**src/rtl/txs_pkg.sv**
```systemverilog
package txs_pkg;

    localparam int SLOT_W  = 4;
    localparam int MAX_BUF = 8;

    typedef enum logic [SLOT_W-1:0] {
        ST_EMPTY   = 4'd0,
        ST_READY   = 4'd1,
        ST_SENT    = 4'd2,
        ST_FAILED  = 4'd3,
        ST_ABORTED = 4'd4
    } buf_st_e;

endpackage

```
**src/rtl/txs_slot_next.sv**
```systemverilog
// Next-state logic of a single transmit buffer.
module txs_slot_next
    import txs_pkg::*;
(
    input  buf_st_e cur,
    input  logic    cmd_en,
    input  logic    sel,
    input  logic    act_abort,
    input  logic    act_ready,
    input  logic    act_empty,
    input  logic    in_flight,
    input  logic    done,
    input  logic    ok,
    output buf_st_e nxt
);

    buf_st_e s;

    always_comb begin
        s = cur;
        if (cmd_en && sel) begin
            // abort first; the frame in flight is protected
            if (act_abort && !in_flight && s == ST_READY) begin
                s = ST_ABORTED;
            end
            // then mark-ready, seeing the result of abort
            if (act_ready && (s == ST_EMPTY || s == ST_SENT ||
                              s == ST_FAILED || s == ST_ABORTED)) begin
                s = ST_READY;
            end
            // then mark-empty, seeing the result of mark-ready
            if (act_empty && (s == ST_SENT || s == ST_FAILED ||
                              s == ST_ABORTED)) begin
                s = ST_EMPTY;
            end
        end
        if (in_flight && done) begin
            s = ok ? ST_SENT : ST_FAILED;
        end
        nxt = s;
    end

endmodule

```
**src/rtl/txs_pick.sv**
```systemverilog
// Strict-priority selection among READY buffers.
module txs_pick
    import txs_pkg::*;
#(
    parameter int NBUF   = 4,
    parameter int PRIO_W = 3,
    localparam int IDX_W = (NBUF > 1) ? $clog2(NBUF) : 1
) (
    input  buf_st_e [NBUF-1:0]              st,
    input  logic    [NBUF-1:0][PRIO_W-1:0]  prio,
    output logic                            found,
    output logic    [IDX_W-1:0]             win
);

    logic [PRIO_W-1:0] best;

    always_comb begin
        found = 1'b0;
        win   = '0;
        best  = '0;
        // a strict compare keeps the lowest index on a tie and skips level 0
        for (int i = 0; i < NBUF; i++) begin
            if (st[i] == ST_READY && prio[i] > best) begin
                best  = prio[i];
                win   = IDX_W'(i);
                found = 1'b1;
            end
        end
    end

endmodule

```
**src/rtl/txsched_top.sv**
```systemverilog
module txsched_top
    import txs_pkg::*;
#(
    parameter int NBUF   = 4,
    parameter int PRIO_W = 3,
    parameter int CNT_W  = 16,
    localparam int IDX_W = (NBUF > 1) ? $clog2(NBUF) : 1
) (
    input  logic              clk,
    input  logic              rst_n,
    input  logic              enable,
    input  logic              cmd_valid,
    input  logic [NBUF-1:0]   cmd_sel,
    input  logic              cmd_abort,
    input  logic              cmd_ready,
    input  logic              cmd_empty,
    input  logic              prio_wr,
    input  logic [31:0]       prio_word,
    input  logic              send_done,
    input  logic              send_ok,
    output logic [31:0]       status_word,
    output logic [31:0]       prio_rd,
    output logic              send_req,
    output logic [IDX_W-1:0]  send_idx,
    output logic              tx_busy,
    output logic              idle,
    output logic              not_full,
    output logic [CNT_W-1:0]  tx_count,
    output logic              evt_txdone,
    output logic              evt_bufdone
);

    typedef struct packed {
        buf_st_e [NBUF-1:0]             st;
        logic    [NBUF-1:0][PRIO_W-1:0] prio;
        logic                           busy;
        logic    [IDX_W-1:0]            idx;
        logic    [CNT_W-1:0]            cnt;
        logic                           evt_tx;
        logic                           evt_buf;
    } sched_t;

    sched_t q, d;

    buf_st_e [NBUF-1:0] st_nxt;
    logic               cmd_en;
    logic               complete;
    logic               found;
    logic [IDX_W-1:0]   win;

    assign cmd_en   = cmd_valid & enable;
    assign complete = q.busy & send_done;

    for (genvar i = 0; i < NBUF; i++) begin : g_slot
        txs_slot_next u_slot (
            .cur       (q.st[i]),
            .cmd_en    (cmd_en),
            .sel       (cmd_sel[i]),
            .act_abort (cmd_abort),
            .act_ready (cmd_ready),
            .act_empty (cmd_empty),
            .in_flight (q.busy && q.idx == IDX_W'(i)),
            .done      (send_done),
            .ok        (send_ok),
            .nxt       (st_nxt[i])
        );
    end

    txs_pick #(
        .NBUF   (NBUF),
        .PRIO_W (PRIO_W)
    ) u_pick (
        .st    (st_nxt),
        .prio  (q.prio),
        .found (found),
        .win   (win)
    );

    always_comb begin
        d         = q;
        d.st      = st_nxt;
        d.evt_tx  = 1'b0;
        d.evt_buf = 1'b0;
        if (prio_wr) begin
            for (int i = 0; i < NBUF; i++) begin
                d.prio[i] = prio_word[SLOT_W*i +: PRIO_W];
            end
        end
        if (complete) begin
            d.busy    = 1'b0;
            d.evt_buf = 1'b1;
            if (send_ok) begin
                d.evt_tx = 1'b1;
                d.cnt    = q.cnt + 1'b1;
            end
        end else if (enable && !q.busy && found) begin
            d.busy = 1'b1;
            d.idx  = win;
        end
    end

    always_ff @(posedge clk or negedge rst_n) begin
        if (!rst_n) begin
            q <= '{st: {NBUF{ST_EMPTY}}, default: '0};
        end else begin
            q <= d;
        end
    end

    always_comb begin
        status_word = '0;
        prio_rd     = '0;
        not_full    = 1'b0;
        for (int i = 0; i < NBUF; i++) begin
            status_word[SLOT_W*i +: SLOT_W] = q.st[i];
            prio_rd[SLOT_W*i +: PRIO_W]     = q.prio[i];
            if (q.st[i] == ST_EMPTY) begin
                not_full = 1'b1;
            end
        end
    end

    assign send_req    = q.busy;
    assign send_idx    = q.idx;
    assign tx_busy     = q.busy;
    assign idle        = ~q.busy;
    assign tx_count    = q.cnt;
    assign evt_txdone  = q.evt_tx;
    assign evt_bufdone = q.evt_buf;

endmodule

```
**config.mk**
```make
export PLATFORM = sky130hd
export DESIGN_NAME = txsched_top
export DESIGN_NICKNAME = d
export VERILOG_FILES = /design/src/rtl/txs_pkg.sv /design/src/rtl/txs_slot_next.sv /design/src/rtl/txs_pick.sv /design/src/rtl/txsched_top.sv
export SDC_FILE = /design/constraint.sdc
export NUM_CORES = 1
export LEC_CHECK = 0
export ABC_CLOCK_PERIOD_IN_PS = 7600
export BUFFER_PORTS_ARGS = -buffer_cell sky130_fd_sc_hd__buf_2
export CAP_MARGIN = 25
export CORE_MARGIN = 2
export CORE_UTILIZATION = 50
export CTS_BUF_LIST = sky130_fd_sc_hd__clkbuf_8
export DETAILED_ROUTE_END_ITERATION = 8
export PLACE_DENSITY = 0.83
export SYNTH_ARGS = -nofsm -noshare
export SYNTH_HDL_FRONTEND = slang
export SYNTH_SLANG_ARGS = --single-unit
export TNS_END_PERCENT = 20
```
**constraint.sdc**
```tcl
create_clock -name clk -period 7.6 [get_ports clk]
set_input_delay 1.9 -clock clk [delete_from_list [all_inputs] [get_ports clk]]
set_output_delay 1.9 -clock clk [all_outputs]
set_load 0.02 [all_outputs]
```
==> results.sh <==
export IMPL_synth_top_area_share_pct=38.28
export IMPL_die_w_um=84.04
export IMPL_io_buffers=77
export IMPL_syn_inst=336
export IMPL_drt_wl_total_um=7278
export IMPL_final_setup_tns_ps=0
export IMPL_yosys_warnings=0
export IMPL_nFillCells=582
export IMPL_reg2reg_depth=24
export IMPL_grt_use_total_pct=21.00
export IMPL_use_met2_pct=36.72
export IMPL_setup_worst_path_start="enable"
export IMPL_grt_use_met3_pct=3.363
export IMPL_design_core_area_mm2=0.006277
export IMPL_p_per_area_mw_per_mm2=255.5
export IMPL_clk_latency_ps=300
export IMPL_cts_resized_gates=0
export IMPL_yosysTopAreaCell="dfrtp_1"
export IMPL_worst_setup_path_end_kind="register"
export IMPL_fp_row_count=29
export IMPL_hold_buffers=0
export IMPL_crit_slowest_cell="or4_4"
export IMPL_cts_made_buffers=5
export IMPL_vias=2666
export IMPL_drive_gt1_share_pct=26.42
export IMPL_crit_top_cell="ha_1"
export IMPL_worstMarginPinSlew_ps=740.7
export IMPL_setup_viol=0
export IMPL_critPathArrivalTime_ps=7350
export IMPL_ys_seq_elements=49
export IMPL_critical_path_class="in2reg"
export IMPL_use_met1_pct=26.11
export IMPL_async_flop_share_pct=100.0
export IMPL_rsz0062_at_grt="no"
export IMPL_drt_initial_drc_count=172
export IMPL_diodes=0
export IMPL_antenna_found_initial=0
export IMPL_crit_path_start_kind="primary input"
export IMPL_drcViolationCount=0
export IMPL_cts_max_path_buffers=2
export IMPL_synthTopCellsByArea="dfrtp_1 (38%), buf_4 (8.9%), ha_1 (3.9%), xnor2_1 (3.8%), mux2_2 (3.5%)"
export IMPL_hpwl_um=5533
export IMPL_vias_per_cell=5.531
export IMPL_ant_nets=0
export IMPL_worstReg2RegEnd="send_idx[0]"
export IMPL_grt_pass1_vias=2571
export IMPL_cap_violations=0
export IMPL_final_cell_mix="buf_2 (77), dfrtp_1 (49), conb_1 (36)"
export IMPL_synth_cell_type_count=67
export IMPL_max_freq_mhz=139.9
export IMPL_syn_cell_area_mm2=0.003203
export IMPL_post_cts_buffers=0
export IMPL_r2r_start="send_req"
export IMPL_drv_slew=0
export IMPL_min_delay_start="tx_count[15]"
export IMPL_required_ps=7800
export IMPL_grt_busiest_layer="met2"
export IMPL_cts_tree="done"
export IMPL_setup_reg_to_reg_worst_slack_ps=1410
export IMPL_finalHoldViolations=0
export IMPL_cpPeakStageDelay_ps=560
export IMPL_syn_area_per_cell_um2=9.533
export IMPL_place_inst=474
export IMPL_status="finished clean"
export IMPL_holdCritPathClass="reg2reg"
export IMPL_critPathMaxFanout=9
export IMPL_synth_seq_area_share_pct=38.28
export IMPL_gp_congestion=0.8940
export IMPL_skew_ps=6.016
export IMPL_final_cells=482
export IMPL_nets=460
export IMPL_mostFrequentLayoutCell="buf_2"
export IMPL_min_period_ps=7146
export IMPL_clkTransAtPathRegs_ps=90
export IMPL_fp_dieArea_mm2=0.007063
export IMPL_p_leak_uw=0.001769
export IMPL_clockRootBuffer="clkbuf_8"
export IMPL_wl_per_cell_um=15.10
export IMPL_hold_path_depth=1
export IMPL_holdPathEnd="tx_count[15]"
export IMPL_io_pins=134
export IMPL_h_tree_depth=2
export IMPL_crit_family="compound AO/OA/AOI/OAI gates"
export IMPL_firstDrtPassIters=4
export IMPL_grt_pass1_wl_um=12180
export IMPL_grt_max_degree=42
export IMPL_cts_sinks=49
export IMPL_initial_core_util_pct=51.03
export IMPL_irDropWorstVdd_v=0.0001172
export IMPL_synth_main_ff_cell="dfrtp_1"
export IMPL_synth_enable_flop_cells=0
export IMPL_grt_overflow=0
export IMPL_critical_path_buf_inv_count=1
export IMPL_syn_to_final_growth_pct=11.76
export IMPL_post_route_util_pct=57.03
export IMPL_finalCritPeriodShare_pct=94.02
export IMPL_fp_dieH_um=84.04
export IMPL_slew_headroom_pct=50.52
-- state kept, by name, indices dropped and copies added (netlist names) --
register	flops
prio_rd	12
send_req	1
evt_bufdone	1
tx_count	16
send_idx	2
evt_txdone	1
status_word	16
-- layout make-up --
type                    count  area [um^2]  area share, %
multi-input cells         253         1693          47.29
flip-flops and latches     49         1226          34.25
inverters                  16        60.06          1.678
clock inverters             3        22.52         0.6292
repair buffers             79        412.9          11.53
clock buffers               5        68.82          1.922
well taps                  77        96.34          2.691
-- kinds of logic (layout without fill, tap and decap cells) --
kind of cell,after synthesis,after routing,share of synthesized area [%]
adder cells (fa/ha/maj),10,10,3.906
XOR/XNOR,15,15,4.102
AO/OA/AOI/OAI,70,70,16.29
other,1,36,0.1171
buffers and inverters,69,103,12.97
multiplexers,12,12,4.336
flip-flops,49,49,38.28
AND/OR/NAND/NOR,110,110,20.00
-- how the worst max path moves through the flow --
| stage | to | cells after the start |
|---|---|---|
| floorplan | send_idx[0] | 25 |
| global placement | send_idx[0] | 25 |
| detailed placement | send_idx[0] | 25 |
| CTS | send_idx[0] | 25 |
| global route | send_req | 25 |
| finish | send_idx[0] | 25 |
-- power breakdown --
part / switching, uW / leakage [uW] / total [uW] / internal [uW]
clock network: 90.8 / 0.0000481 / 156 / 65.4
logic: 231 / 0.00110 / 397 / 166
registers: 65.1 / 0.000624 / 361 / 296
total: 387 / 0.00177 / 915 / 528
-- synthesized netlist by cell type, drive strengths merged, types with 3 or more instances --
| cell type | count |
|---|---|
| and4 | 3 |
| o21ai | 15 |
| a21o | 3 |
| nand4 | 8 |
| nor3 | 8 |
| xnor2 | 14 |
| and3 | 7 |
| a311o | 3 |
| a31oi | 7 |
| dfrtp | 49 |
| clkbuf | 9 |
| nand3 | 13 |
| nand3b | 3 |
| nor3b | 5 |
| nor4 | 3 |
| buf | 44 |
| nor2 | 18 |
| inv | 16 |
| ha | 10 |
| nand2 | 19 |
| mux2 | 12 |
| o21a | 6 |
| nor2b | 10 |
| o41ai | 3 |
| a21oi | 8 |
-- routing by layer --
| layer | share of wire (%) | vias to the layer above |
|---|---|---|
| met5 | 0 | - |
| met4 | 1.4 | 0 |
| met3 | 6.1 | 13 |
| met2 | 51 | 114 |
| met1 | 42 | 1263 |
| li1 | - | 1276 |
-- worst register-to-register path, stage by stage, from the launching register on --
cell and delay, ps:
dfrtp_1 590, or3b_4 450, a41oi_2 180, a211oi_1 80, or4_4 560, nor2_4 150
nand2_1 90, ha_1 290, nor2b_1 140, o21a_1 110, o21ai_0 70, nor2_1 170
nand3_1 200, a31oi_1 310, ha_1 300, a311o_1 350, a2111oi_4 420, mux2_2 410
ha_1 290, nor2b_1 140, o21a_1 160, o211ai_1 150, nor3_1 90, o21bai_1 170
a22o_1 220
-- through the flow --
| step | setup WS [ps] | hold WS [ps] | instance area (um^2) | power (uW) |
|---|---|---|---|---|
| after CTS | 446.2 | 492.8 | 3580 | 922.0 |
| after detailed placement | 144.8 | 475.1 | 3488 | 761.8 |
| after global routing | 163.3 | 504.3 | 3580 | 977.0 |
| after floorplan | 588.3 | 582.2 | 3334 | 668.8 |
| final | 454.1 | 482.0 | 3580 | 914.6 |
| after global placement | 279.2 | 455.6 | 3468 | 747.7 |
No activity file was read; power rests on OpenSTA's default activity.
